<file path="config.mk">
export PLATFORM = sky130hd
export DESIGN_NAME = synth_ctl_port
export DESIGN_NICKNAME = d
export VERILOG_FILES = /design/src/rtl/synth_ctl_pkg.sv /design/src/rtl/synth_ctl_sync.sv /design/src/rtl/synth_ctl_edge.sv /design/src/rtl/synth_ctl_shifter.sv /design/src/rtl/synth_ctl_bank.sv /design/src/rtl/synth_ctl_port.sv
export SDC_FILE = /design/constraint.sdc
export NUM_CORES = 1
export LEC_CHECK = 0
export BUFFER_PORTS_ARGS = -buffer_cell sky130_fd_sc_hd__clkbuf_2
export CORE_ASPECT_RATIO = 1.75
export CORE_MARGIN = 4
export CORE_UTILIZATION = 54
export DETAILED_ROUTE_END_ITERATION = 16
export GPL_TIMING_DRIVEN = 1
export PLACE_DENSITY = 0.76
export SKIP_CTS_REPAIR_TIMING = 1
export SYNTH_ARGS = -nofsm -noshare
export SYNTH_HDL_FRONTEND = slang
export SYNTH_SLANG_ARGS = --single-unit
</file>
<file path="constraint.sdc">
create_clock -name clk -period 2.55 [get_ports clk]
set_input_delay 0.1275 -clock clk [delete_from_list [all_inputs] [get_ports clk]]
set_output_delay 0.1275 -clock clk [all_outputs]
set_load 0.02 [all_outputs]
</file>
<file path="src/rtl/synth_ctl_pkg.sv">
package synth_ctl_pkg;
  localparam int WORD_W  = 18;
  localparam int DATA_W  = WORD_W - 1;
  localparam int B_W     = 10;
  localparam int A_W     = 5;
  localparam int CTL_W   = 2;
  localparam int RDIV_W  = 10;

  localparam int CTL_LSB = 0;
  localparam int A_LSB   = CTL_LSB + CTL_W;
  localparam int B_LSB   = A_LSB + A_W;

  localparam int CPOFF_BIT = RDIV_W;
  localparam int POL_BIT   = RDIV_W + 1;
  localparam int RSV_BIT   = RDIV_W + 2;
  localparam int TEST_BIT  = RDIV_W + 3;

  typedef struct packed {
    logic [B_W-1:0]   b_cnt;
    logic [A_W-1:0]   a_cnt;
    logic [CTL_W-1:0] ctl;
  } fb_cfg_t;

  typedef struct packed {
    logic              test;
    logic              rsvd;
    logic              pol;
    logic              cp_off;
    logic [RDIV_W-1:0] div;
  } ref_cfg_t;
endpackage

</file>
<file path="src/rtl/synth_ctl_sync.sv">
module synth_ctl_sync #(
  parameter int W      = 3,
  parameter int STAGES = 2
) (
  input  logic         clk,
  input  logic         rst_n,
  input  logic [W-1:0] async_i,
  output logic [W-1:0] sync_o
);
  logic [W-1:0] stage_q [STAGES];

  for (genvar s = 0; s < STAGES; s++) begin : g_stage
    always_ff @(posedge clk or negedge rst_n) begin
      if (!rst_n) begin
        stage_q[s] <= '0;
      end else if (s == 0) begin
        stage_q[s] <= async_i;
      end else begin
        stage_q[s] <= stage_q[(s == 0) ? 0 : s-1];
      end
    end
  end

  assign sync_o = stage_q[STAGES-1];
endmodule

</file>
<file path="src/rtl/synth_ctl_edge.sv">
module synth_ctl_edge #(
  parameter int W = 2
) (
  input  logic         clk,
  input  logic         rst_n,
  input  logic [W-1:0] lvl_i,
  output logic [W-1:0] rise_o
);
  logic [W-1:0] prev_q;

  always_ff @(posedge clk or negedge rst_n) begin
    if (!rst_n) prev_q <= '0;
    else        prev_q <= lvl_i;
  end

  assign rise_o = lvl_i & ~prev_q;

  // a detected edge lasts exactly one system clock
  p_single_edge_r7: assert property (@(posedge clk) disable iff (!rst_n)
    (rise_o != '0) |=> ((rise_o & $past(rise_o)) == '0));
endmodule

</file>
<file path="src/rtl/synth_ctl_shifter.sv">
module synth_ctl_shifter #(
  parameter int WIDTH = 18
) (
  input  logic             clk,
  input  logic             rst_n,
  input  logic             shift_i,
  input  logic             bit_i,
  output logic [WIDTH-1:0] word_o
);
  logic [WIDTH-1:0] sh_q;

  always_ff @(posedge clk or negedge rst_n) begin
    if (!rst_n)       sh_q <= '0;
    else if (shift_i) sh_q <= {sh_q[WIDTH-2:0], bit_i};
  end

  assign word_o = sh_q;

  // the held word moves only on a serial clock edge
  p_hold_word_r2: assert property (@(posedge clk) disable iff (!rst_n)
    !shift_i |=> $stable(sh_q));
endmodule

</file>
<file path="src/rtl/synth_ctl_bank.sv">
module synth_ctl_bank
  import synth_ctl_pkg::*;
#(
  parameter int DIV_RESET = 2,
  parameter int DIV_MIN   = 2
) (
  input  logic              clk,
  input  logic              rst_n,
  input  logic              load_i,
  input  logic [WORD_W-1:0] word_i,
  output fb_cfg_t           fb_o,
  output ref_cfg_t          ref_o,
  output logic              err_o
);
  logic              sel_ref;
  logic [DATA_W-1:0] data;
  fb_cfg_t           fb_new;
  ref_cfg_t          ref_new;
  logic              div_bad;
  fb_cfg_t           fb_q;
  ref_cfg_t          ref_q;
  logic              err_q;

  always_comb begin
    sel_ref        = word_i[0];
    data           = word_i[WORD_W-1:1];
    fb_new.b_cnt   = data[B_LSB +: B_W];
    fb_new.a_cnt   = data[A_LSB +: A_W];
    fb_new.ctl     = data[CTL_LSB +: CTL_W];
    ref_new.div    = data[0 +: RDIV_W];
    ref_new.cp_off = data[CPOFF_BIT];
    ref_new.pol    = data[POL_BIT];
    ref_new.rsvd   = data[RSV_BIT];
    ref_new.test   = data[TEST_BIT];
    div_bad        = int'(ref_new.div) < DIV_MIN;
  end

  always_ff @(posedge clk or negedge rst_n) begin
    if (!rst_n) begin
      fb_q         <= '0;
      ref_q.test   <= 1'b0;
      ref_q.rsvd   <= 1'b0;
      ref_q.pol    <= 1'b0;
      ref_q.cp_off <= 1'b0;
      ref_q.div    <= RDIV_W'(DIV_RESET);
      err_q        <= 1'b0;
    end else if (load_i) begin
      if (!sel_ref) begin
        fb_q <= fb_new;
      end else begin
        ref_q.test   <= ref_new.test;
        ref_q.rsvd   <= ref_new.rsvd;
        ref_q.pol    <= ref_new.pol;
        ref_q.cp_off <= ref_new.cp_off;
        if (div_bad) begin
          err_q <= 1'b1;
        end else begin
          ref_q.div <= ref_new.div;
          err_q     <= 1'b0;
        end
      end
    end
  end

  assign fb_o  = fb_q;
  assign ref_o = ref_q;
  assign err_o = err_q;

  // a feedback load leaves the reference side alone
  p_fb_steer_r3: assert property (@(posedge clk) disable iff (!rst_n)
    (load_i && !word_i[0]) |=> ($stable(ref_q) && $stable(err_q)));
  // a reference load leaves the feedback side alone
  p_ref_steer_r4: assert property (@(posedge clk) disable iff (!rst_n)
    (load_i && word_i[0]) |=> $stable(fb_q));
  // nothing moves without a latch edge
  p_no_load_r7: assert property (@(posedge clk) disable iff (!rst_n)
    !load_i |=> ($stable(fb_q) && $stable(ref_q) && $stable(err_q)));
  // an illegal divide is refused and flagged
  p_bad_div_r8: assert property (@(posedge clk) disable iff (!rst_n)
    (load_i && word_i[0] && (word_i[RDIV_W:1] < RDIV_W'(DIV_MIN)))
      |=> (err_q && $stable(ref_q.div)));
  // the stored divide never drops below the floor
  p_div_floor_r8: assert property (@(posedge clk) disable iff (!rst_n)
    int'(ref_q.div) >= DIV_MIN);
endmodule

</file>
<file path="src/rtl/synth_ctl_port.sv">
module synth_ctl_port
  import synth_ctl_pkg::*;
#(
  parameter int SYNC_STAGES = 2,
  parameter int DIV_RESET   = 2,
  parameter int DIV_MIN     = 2
) (
  input  logic              clk,
  input  logic              rst_n,
  input  logic              ser_clk,
  input  logic              ser_data,
  input  logic              ser_latch,
  output logic [B_W-1:0]    fb_b_count,
  output logic [A_W-1:0]    fb_a_count,
  output logic [CTL_W-1:0]  fb_ctrl,
  output logic [RDIV_W-1:0] ref_div,
  output logic              cp_tristate,
  output logic              pd_polarity,
  output logic              ref_reserved,
  output logic              test_mode,
  output logic              div_error
);
  localparam int PIN_N  = 3;
  localparam int EDGE_N = 2;

  logic [PIN_N-1:0]  pins_s;
  logic [EDGE_N-1:0] rise;
  logic [WORD_W-1:0] word;
  fb_cfg_t           fb;
  ref_cfg_t          rc;

  synth_ctl_sync #(.W(PIN_N), .STAGES(SYNC_STAGES)) u_sync (
    .clk(clk), .rst_n(rst_n),
    .async_i({ser_latch, ser_data, ser_clk}),
    .sync_o(pins_s)
  );

  synth_ctl_edge #(.W(EDGE_N)) u_edge (
    .clk(clk), .rst_n(rst_n),
    .lvl_i({pins_s[2], pins_s[0]}),
    .rise_o(rise)
  );

  synth_ctl_shifter #(.WIDTH(WORD_W)) u_shift (
    .clk(clk), .rst_n(rst_n),
    .shift_i(rise[0]),
    .bit_i(pins_s[1]),
    .word_o(word)
  );

  synth_ctl_bank #(.DIV_RESET(DIV_RESET), .DIV_MIN(DIV_MIN)) u_bank (
    .clk(clk), .rst_n(rst_n),
    .load_i(rise[1]),
    .word_i(word),
    .fb_o(fb),
    .ref_o(rc),
    .err_o(div_error)
  );

  assign fb_b_count   = fb.b_cnt;
  assign fb_a_count   = fb.a_cnt;
  assign fb_ctrl      = fb.ctl;
  assign ref_div      = rc.div;
  assign cp_tristate  = rc.cp_off;
  assign pd_polarity  = rc.pol;
  assign ref_reserved = rc.rsvd;
  assign test_mode    = rc.test;
endmodule

</file>
# --- Yosys cells after proc, flatten, opt, wreduce, memory -nomap -nowiden ---
# Index checks and enable logic that the tools add are counted.
totals:
  ff_bits: 58
  in_bits: 5
  output_inout_bits: 32
  word_cells: 22
op_classes:
  n_lt_le_gt_ge: 1
  muxes: 1
  bitwise_logic: 4
  n_reduce_logical: 3
op_table:
  columns: ["op", "count"]
  rows:
  - ["less-than comparator 10 x 2 -> 1 bit (second input constant)", 1]
  - ["AND reduction 2 bit", 2]
  - ["AND reduction 3 bit", 1]
  - ["bitwise AND 2 bit", 1]
  - ["NOT 1 bit", 2]
  - ["NOT 2 bit", 1]
  - ["2-to-1 mux 1 bit", 1]

# --- Logic depth before layout (Yosys ltp) ---
# Gate-level depths: netlist of the first run.
depth:
  ltp_word: 3
  mapped_depth: 4
  mapped_depth_nobuf: 3

# --- By module ---
# From an unflattened synthesis of the first run, not the netlist that was laid out.
hier_totals:
  cells_unflattened: 134
  hier_area_um2: 2203.4
modules_own_cells:
  columns: ["module", "instances", "cells_per_inst", "area_each_um2", "seq_area_each_um2"]
  rows:
  - ["synth_ctl_bank", 1, 83, 1231.2, 802.0]
  - ["synth_ctl_shifter", 1, 38, 721.9, 450.4]
  - ["synth_ctl_sync", 1, 9, 172.7, 150.1]
  - ["synth_ctl_edge", 1, 4, 77.6, 50.0]

# --- Worst setup path after synthesis of the first run ---
# Ideal clock, no wire load.
synth_timing:
  kind: "reg-to-reg"
  start: "reg u_shift.sh_q[3], in the netlist u_shift.word_o[3]"
  end: "reg u_bank.ref_q (netlist bit u_bank.ref_o[0])"
  setup_ps: 125
  arrival_time_ps: 1704
  required_time_ps: 2425
  setup_slack_ps: 721
  stages_incl_launch_ff: 4
  path_buffers: 0
  period_less_slack_ps: 1829
  cell_sequence: "dfrtp_1 -> or4_4 -> o31ai_4 -> mux2_2"
synth_via:
  elab_chain_len: 3
synth_rtl:
  columns: ["element", "line_no", "rtl"]
  rows:
  - ["start, declared", "synth_ctl_shifter.sv:10", "logic [WIDTH-1:0] sh_q;"]
  - ["start signal, assigned", "synth_ctl_shifter.sv:14", "else if (shift_i) sh_q <= {sh_q[WIDTH-2:0], bit_i};"]
  - ["less-than comparator 10 x 2 -> 1 bit", "synth_ctl_bank.sv:35", "div_bad = int'(ref_new.div) < DIV_MIN;"]
  - ["NOT 1 bit (no line)", null, null]
  - ["AND reduction 3 bit (no line)", null, null]
  - ["end, declared", "synth_ctl_bank.sv:21", "ref_cfg_t ref_q;"]
# No other way between the ends.
# A chain may end at the register's enable or synchronous reset.

# --- Worst setup path in the final report of the first run ---
layout_timing:
  start: "reg u_shift.sh_q[3], in the netlist u_shift.word_o[3]"
  end: "reg u_bank.ref_q (netlist bit u_bank.ref_o[3])"
# The elaborated chain is that of the path after synthesis.

==> results of run 1 <==
==> critical path: stages, from the launching register on <==
cell and delay, ns:
dfrtp_1 0.43, or4_4 0.57, o31ai_4 0.50, mux2_2 0.39
==> metal layers <==
metal  GRT usage [%]  wire (um)  part of all wire, %  vias to the layer above
li1                -          -                    -                      566
met1            20.0       1550                   42                      599
met2            26.4       1890                   51                       28
met3            7.58        180                  4.8                        9
met4            10.3         87                  2.3                        0
met5               0          0                    0                        -
==> kinds of logic (layout without fill, tap and decap cells) <==
logic type / count (synthesis) / in the layout
multiplexers: 40 / 40
buffers and inverters: 4 / 60
AO/OA/AOI/OAI: 7 / 7
AND/OR/NAND/NOR: 20 / 20
flip-flops: 58 / 58
==> final cells by class <==
| cell class | instances | area [sq um] |
|---|---|---|
| Sequential cell | 58 | 1450 |
| Tap cell | 46 | 57.6 |
| Fill cell | 271 | 1140 |
| Timing Repair Buffer | 44 | 250 |
| Multi-Input combinational cell | 67 | 632 |
| Clock buffer | 13 | 149 |
| Clock inverter | 3 | 15.0 |
==> power breakdown <==
group	switching, mW	leakage [nW]	internal, mW
combinational	0.491	0.454	0.397
sequential	0.234	0.731	1.25
clock	0.324	0.0872	0.374
total	1.05	1.27	2.02
==> per-stage QoR <==
| step | util (%) | instance area, sq um | power (mW) |
|---|---|---|---|
| 6_report | 69.1 | 2560 | 3.07 |
| 5_1_grt | 69.1 | 2560 | 3.26 |
| 4_1_cts | 68.0 | 2520 | 3.10 |
| 3_5_place_dp | 63.6 | 2350 | 2.40 |
| 3_3_place_gp | 63.6 | 2350 | 2.35 |
| 2_1_floorplan | - | 2110 | 2.04 |
==> registers in the layout (all words and copies together) (netlist names) <==
register and flops:
u_bank.err_o 1, u_bank.fb_o 17, u_bank.ref_o 14, u_edge.prev_q 2, u_shift.word_o 18, u_sync.stage_q 3
u_sync.sync_o 3
==> worst paths after layout <==
path,startpoint,to,slack (ns),depth (start not counted)
hold / removal,u_sync.stage_q[5],u_sync.sync_o[2],0.35,0
hold reg to reg,u_sync.stage_q[5],u_sync.sync_o[2],0.35,0
setup / recovery,u_shift.word_o[3],u_bank.ref_o[3],0.54,3
max in group asynchronous,rst_n,u_bank.ref_o[11],1.62,3
min in group asynchronous,rst_n,u_bank.ref_o[6],0.47,3
setup reg to reg,u_shift.word_o[3],u_bank.ref_o[3],0.54,3
==> cell usage in the layout (no fill, tap or decap), drive strengths merged, types with 3 or more instances in the layout <==
cell type,instances
clkbuf,49
dfrtp,57
clkinv,3
nand2,13
buf,4
a22o,5
mux2,40
dlygate4sd3,4
==> Yosys cell counts <==
library cell,instances,share of area (%)
or4_4,1,0.53
nand3b_1,1,0.36
or3_1,1,0.30
and3b_1,1,0.42
buf_6,1,0.53
nor2b_1,1,0.30
dfstp_2,1,1.2
a22o_1,5,2.1
dfrtp_1,57,68
mux2_2,40,21
clkbuf_1,2,0.36
buf_2,1,0.24
o41ai_1,1,0.42
or2_2,1,0.30
o31ai_4,1,1.0
nor3b_2,1,0.59
nand2_1,13,2.3
==> results.sh, run 1 <==
export IMPL_status="complete, no violations"
export IMPL_fin_ws_ns=0.540
export IMPL_die_x_um=55.2
export IMPL_diodes=0
export IMPL_synth_simple_area_share_pct=5.10
export IMPL_synth_distinct_cells=17
export IMPL_synth_area_per_cell_sq_um=16.3
export IMPL_finalSetupViolCount=0
export IMPL_worstPathArrival_ns=2.22
export IMPL_ys_seq_area_share_pct=68.9
export IMPL_synth_seq_cells=58
export IMPL_grt_usage_pct=17.4
export IMPL_dpl_hpwl_um=2540
export IMPL_cts_made_buffers=9
export IMPL_syn_nets=134
export IMPL_drc=0
export IMPL_rows=29
export IMPL_clock_skew_ns=0.00654
export IMPL_tns_ns=0
export IMPL_rsz0062_at_grt="false"
export IMPL_synth_compound_area_share_pct=3.50
export IMPL_hp_class="register to register"
export IMPL_worst_pin_slew_ns=0.695
export IMPL_grt_pass1_vias=1318
export IMPL_synthAdderAreaFrac_pct=0
export IMPL_insertion_delay_ns=0.33
export IMPL_area_growth_synth_to_final_pct=21.2
export IMPL_endpoint_kind="register"
export IMPL_drv_cap=0
export IMPL_hold_worst_slack_ns=0.348
export IMPL_final_cells=231
export IMPL_finalHoldViolCount=0
export IMPL_cp_required_ns=2.76
export IMPL_slew_viol_final=0
export IMPL_p_leak_nw=1.27
export IMPL_cts_sinks=58
export IMPL_chipHeight_um=90.7
export IMPL_cts_tree="done"
export IMPL_via_per_inst=5.20
export IMPL_muxShareOfSynthArea_pct=21.4
export IMPL_ios=37
export IMPL_post_route_min_period_ns=2.01
export IMPL_dpl_cell_count=211
export IMPL_wl_per_cell_um=16.1
export IMPL_grt_pass1_wl_um=6560
export IMPL_synthXorXnorAreaFrac_pct=0
export IMPL_start_kind="register"
export IMPL_power_per_cell_area_nw_per_um2=1200
export IMPL_ir_drop_mv=0.764
export IMPL_nets=185
export IMPL_firstDrtPassIters=4
export IMPL_initial_core_util_pct=57.0
export IMPL_io_buffers=36
export IMPL_clk_pin_slew_ns=0.06
export IMPL_h_tree_depth=3
export IMPL_drt_wl_total_um=3720
export IMPL_drive_above_1_share_pct=53.0
export IMPL_die_area_sq_um=5010
export IMPL_timing_final_crit_share_pct=78.8
export IMPL_grt_max_degree=59
export IMPL_cp_max_fo=10
export IMPL_cts_root_buffer="clkbuf_8"
export IMPL_dr_total_vias=1202
export IMPL_place_gp_congestion=0.800
export IMPL_pre_cts_ws_ns=0.544
export IMPL_max_freq_mhz=497
export IMPL_synth_top_family_by_area="multiplexers"
export IMPL_first_iter_violations=17
export IMPL_yosys_warnings=0
export IMPL_critPathKind="register to register"
export IMPL_coreArea_sq_um=3700
export IMPL_worst_slew_margin_rel_pct=53.7
export IMPL_cts_buffer_depth=2
export IMPL_ant_nets=0
export IMPL_syn_area_sq_um=2110
export IMPL_grt_ovfl_total=0
export IMPL_syn_inst=129
export IMPL_antenna_found_initial=0
Power figures use the tool's default switching activity.
==> run 2, diff against run 1 <==
==> constraint.sdc (replaced) <==
create_clock -name clk -period 1.95 [get_ports clk]
set_input_delay 0.0975 -clock clk [delete_from_list [all_inputs] [get_ports clk]]
set_output_delay 0.0975 -clock clk [all_outputs]
set_load 0.02 [all_outputs]
==> run 2 against run 1 <==
Against the previous run: count of clock-buffer cells in the layout up 1; setup slack worse by 0.41 ns; total power up 30%; global-route usage down 0.43 points; sequential share of layout area down 0.25 points.
==> results.sh, run 2 (synthesis results as in run 1) <==
export IMPL_status="complete, no violations"
export IMPL_final_cells=232
export IMPL_hold_worst_slack_ns=0.350
export IMPL_final_area_sq_um=2570
export IMPL_final_cell_mix="57 x dfrtp_1, 40 x mux2_2, 36 x clkbuf_2"
export IMPL_r2r_slack_ns=0.13
export IMPL_cts_tree="done"
export IMPL_finalHoldViolCount=0
export IMPL_largest_reg_flops=18
export IMPL_pre_cts_ws_ns=0.0747
export IMPL_io_buffers=36
export IMPL_finalSetupViolCount=0
export IMPL_timing_final_crit_share_pct=93.4
export IMPL_p_int_mw=2.64
export IMPL_critPathKind="register to register"
export IMPL_post_route_min_period_ns=1.82
export IMPL_start_kind="register"
export IMPL_place_gp_congestion=0.809
export IMPL_cts_made_buffers=9
export IMPL_clock_skew_ns=0.00334
export IMPL_max_freq_mhz=549
export IMPL_swShare_pct=33.9
export IMPL_clk_pin_slew_ns=0.06
export IMPL_ios=37
export IMPL_dpl_hpwl_um=2640
export IMPL_grt_usage_pct=16.9
export IMPL_nets=188
export IMPL_insertion_delay_ns=0.32
export IMPL_drt_wl_total_um=3720
export IMPL_ir_drop_mv=1.09
export IMPL_diodes=0
export IMPL_power_share_clock_pct=22.1
export IMPL_cts_buffer_depth=2
export IMPL_grt_ovfl_total=0
export IMPL_rsz0062_at_grt="false"
export IMPL_drc=0
export IMPL_p_leak_nw=1.28
export IMPL_grt_pass1_vias=1377
export IMPL_h_tree_depth=3
export IMPL_grt_pass1_wl_um=6460
export IMPL_dpl_cell_count=214
export IMPL_coreArea_sq_um=3700
export IMPL_layout_cells_most_common="dfrtp_1"
export IMPL_wl_per_cell_um=16.1
export IMPL_combPwrFrac_pct=29.2
export IMPL_die_area_sq_um=5010
export IMPL_drive_above_1_share_pct=52.7
export IMPL_antenna_found_initial=0
export IMPL_dr_total_vias=1224
export IMPL_rows=29
export IMPL_first_iter_violations=23
export IMPL_slew_viol_final=0
export IMPL_cp_required_ns=2.16
export IMPL_power_frac_seq_pct=48.7
export IMPL_worstPathArrival_ns=2.03
export IMPL_cp_max_fo=7
export IMPL_die_x_um=55.2
export IMPL_fin_ws_ns=0.128
export IMPL_utilization_pct=69.4
export IMPL_netSwitchingPower_mw=1.35
export IMPL_endpoint_kind="register"
export IMPL_dpl_cell_area_sq_um=2370
export IMPL_cts_root_buffer="clkbuf_8"
export IMPL_grt_max_degree=59
export IMPL_chipHeight_um=90.7
export IMPL_area_growth_synth_to_final_pct=21.8
export IMPL_cts_sinks=58
export IMPL_hp_class="register to register"
export IMPL_power_per_cell_area_nw_per_um2=1550
export IMPL_initial_core_util_pct=57.0
export IMPL_worst_slew_margin_rel_pct=54.4
export IMPL_tns_ns=0
export IMPL_via_per_inst=5.28
export IMPL_finalPower_mw=3.99
export IMPL_ant_nets=0
export IMPL_drv_cap=0
export IMPL_firstDrtPassIters=4
export IMPL_worst_pin_slew_ns=0.683
-- run 2: worst paths after layout --
path	end	from	cells after the start
setup / recovery	u_bank.ref_o[0]	u_shift.word_o[3]	3
max in group asynchronous	u_bank.fb_o[3]	rst_n	3
min in group asynchronous	u_bank.ref_o[7]	rst_n	3
hold / removal	u_sync.sync_o[1]	u_sync.stage_q[4]	0
hold reg to reg	u_sync.sync_o[1]	u_sync.stage_q[4]	0
setup reg to reg	u_bank.ref_o[0]	u_shift.word_o[3]	3
-- run 2: cell type report --
class / instances / area (sq um)
fill: 271 / 1130
sequential: 58 / 1450
tap: 46 / 57.6
timing repair buffer: 47 / 273
multi-input combinational: 67 / 632
clock buffer: 14 / 153
-- run 2: metal layers --
| layer | GRT usage (%) | wire length (um) |
|---|---|---|
| met1 | 18.3 | 1470 |
| met2 | 28.6 | 2040 |
| met3 | 6.15 | 160 |
| met4 | 8.52 | 48 |
| met5 | 0 | 0 |
-- run 2: critical path: stages (launching register included) --
cell and delay [ns]:
dfrtp_1 0.41, or4_4 0.57, o31ai_4 0.34, mux2_2 0.38
-- run 2: power groups by stage --
stage | combinational [mW] | clock, mW | sequential (mW)
2_1_floorplan | 0.456 | 0 | 2.21
3_3_place_gp | 1.15 | 0 | 1.93
3_5_place_dp | 1.17 | 0 | 1.97
4_1_cts | 1.18 | 0.908 | 1.95
5_1_grt | 1.25 | 0.963 | 2.01
6_report | 1.16 | 0.882 | 1.94
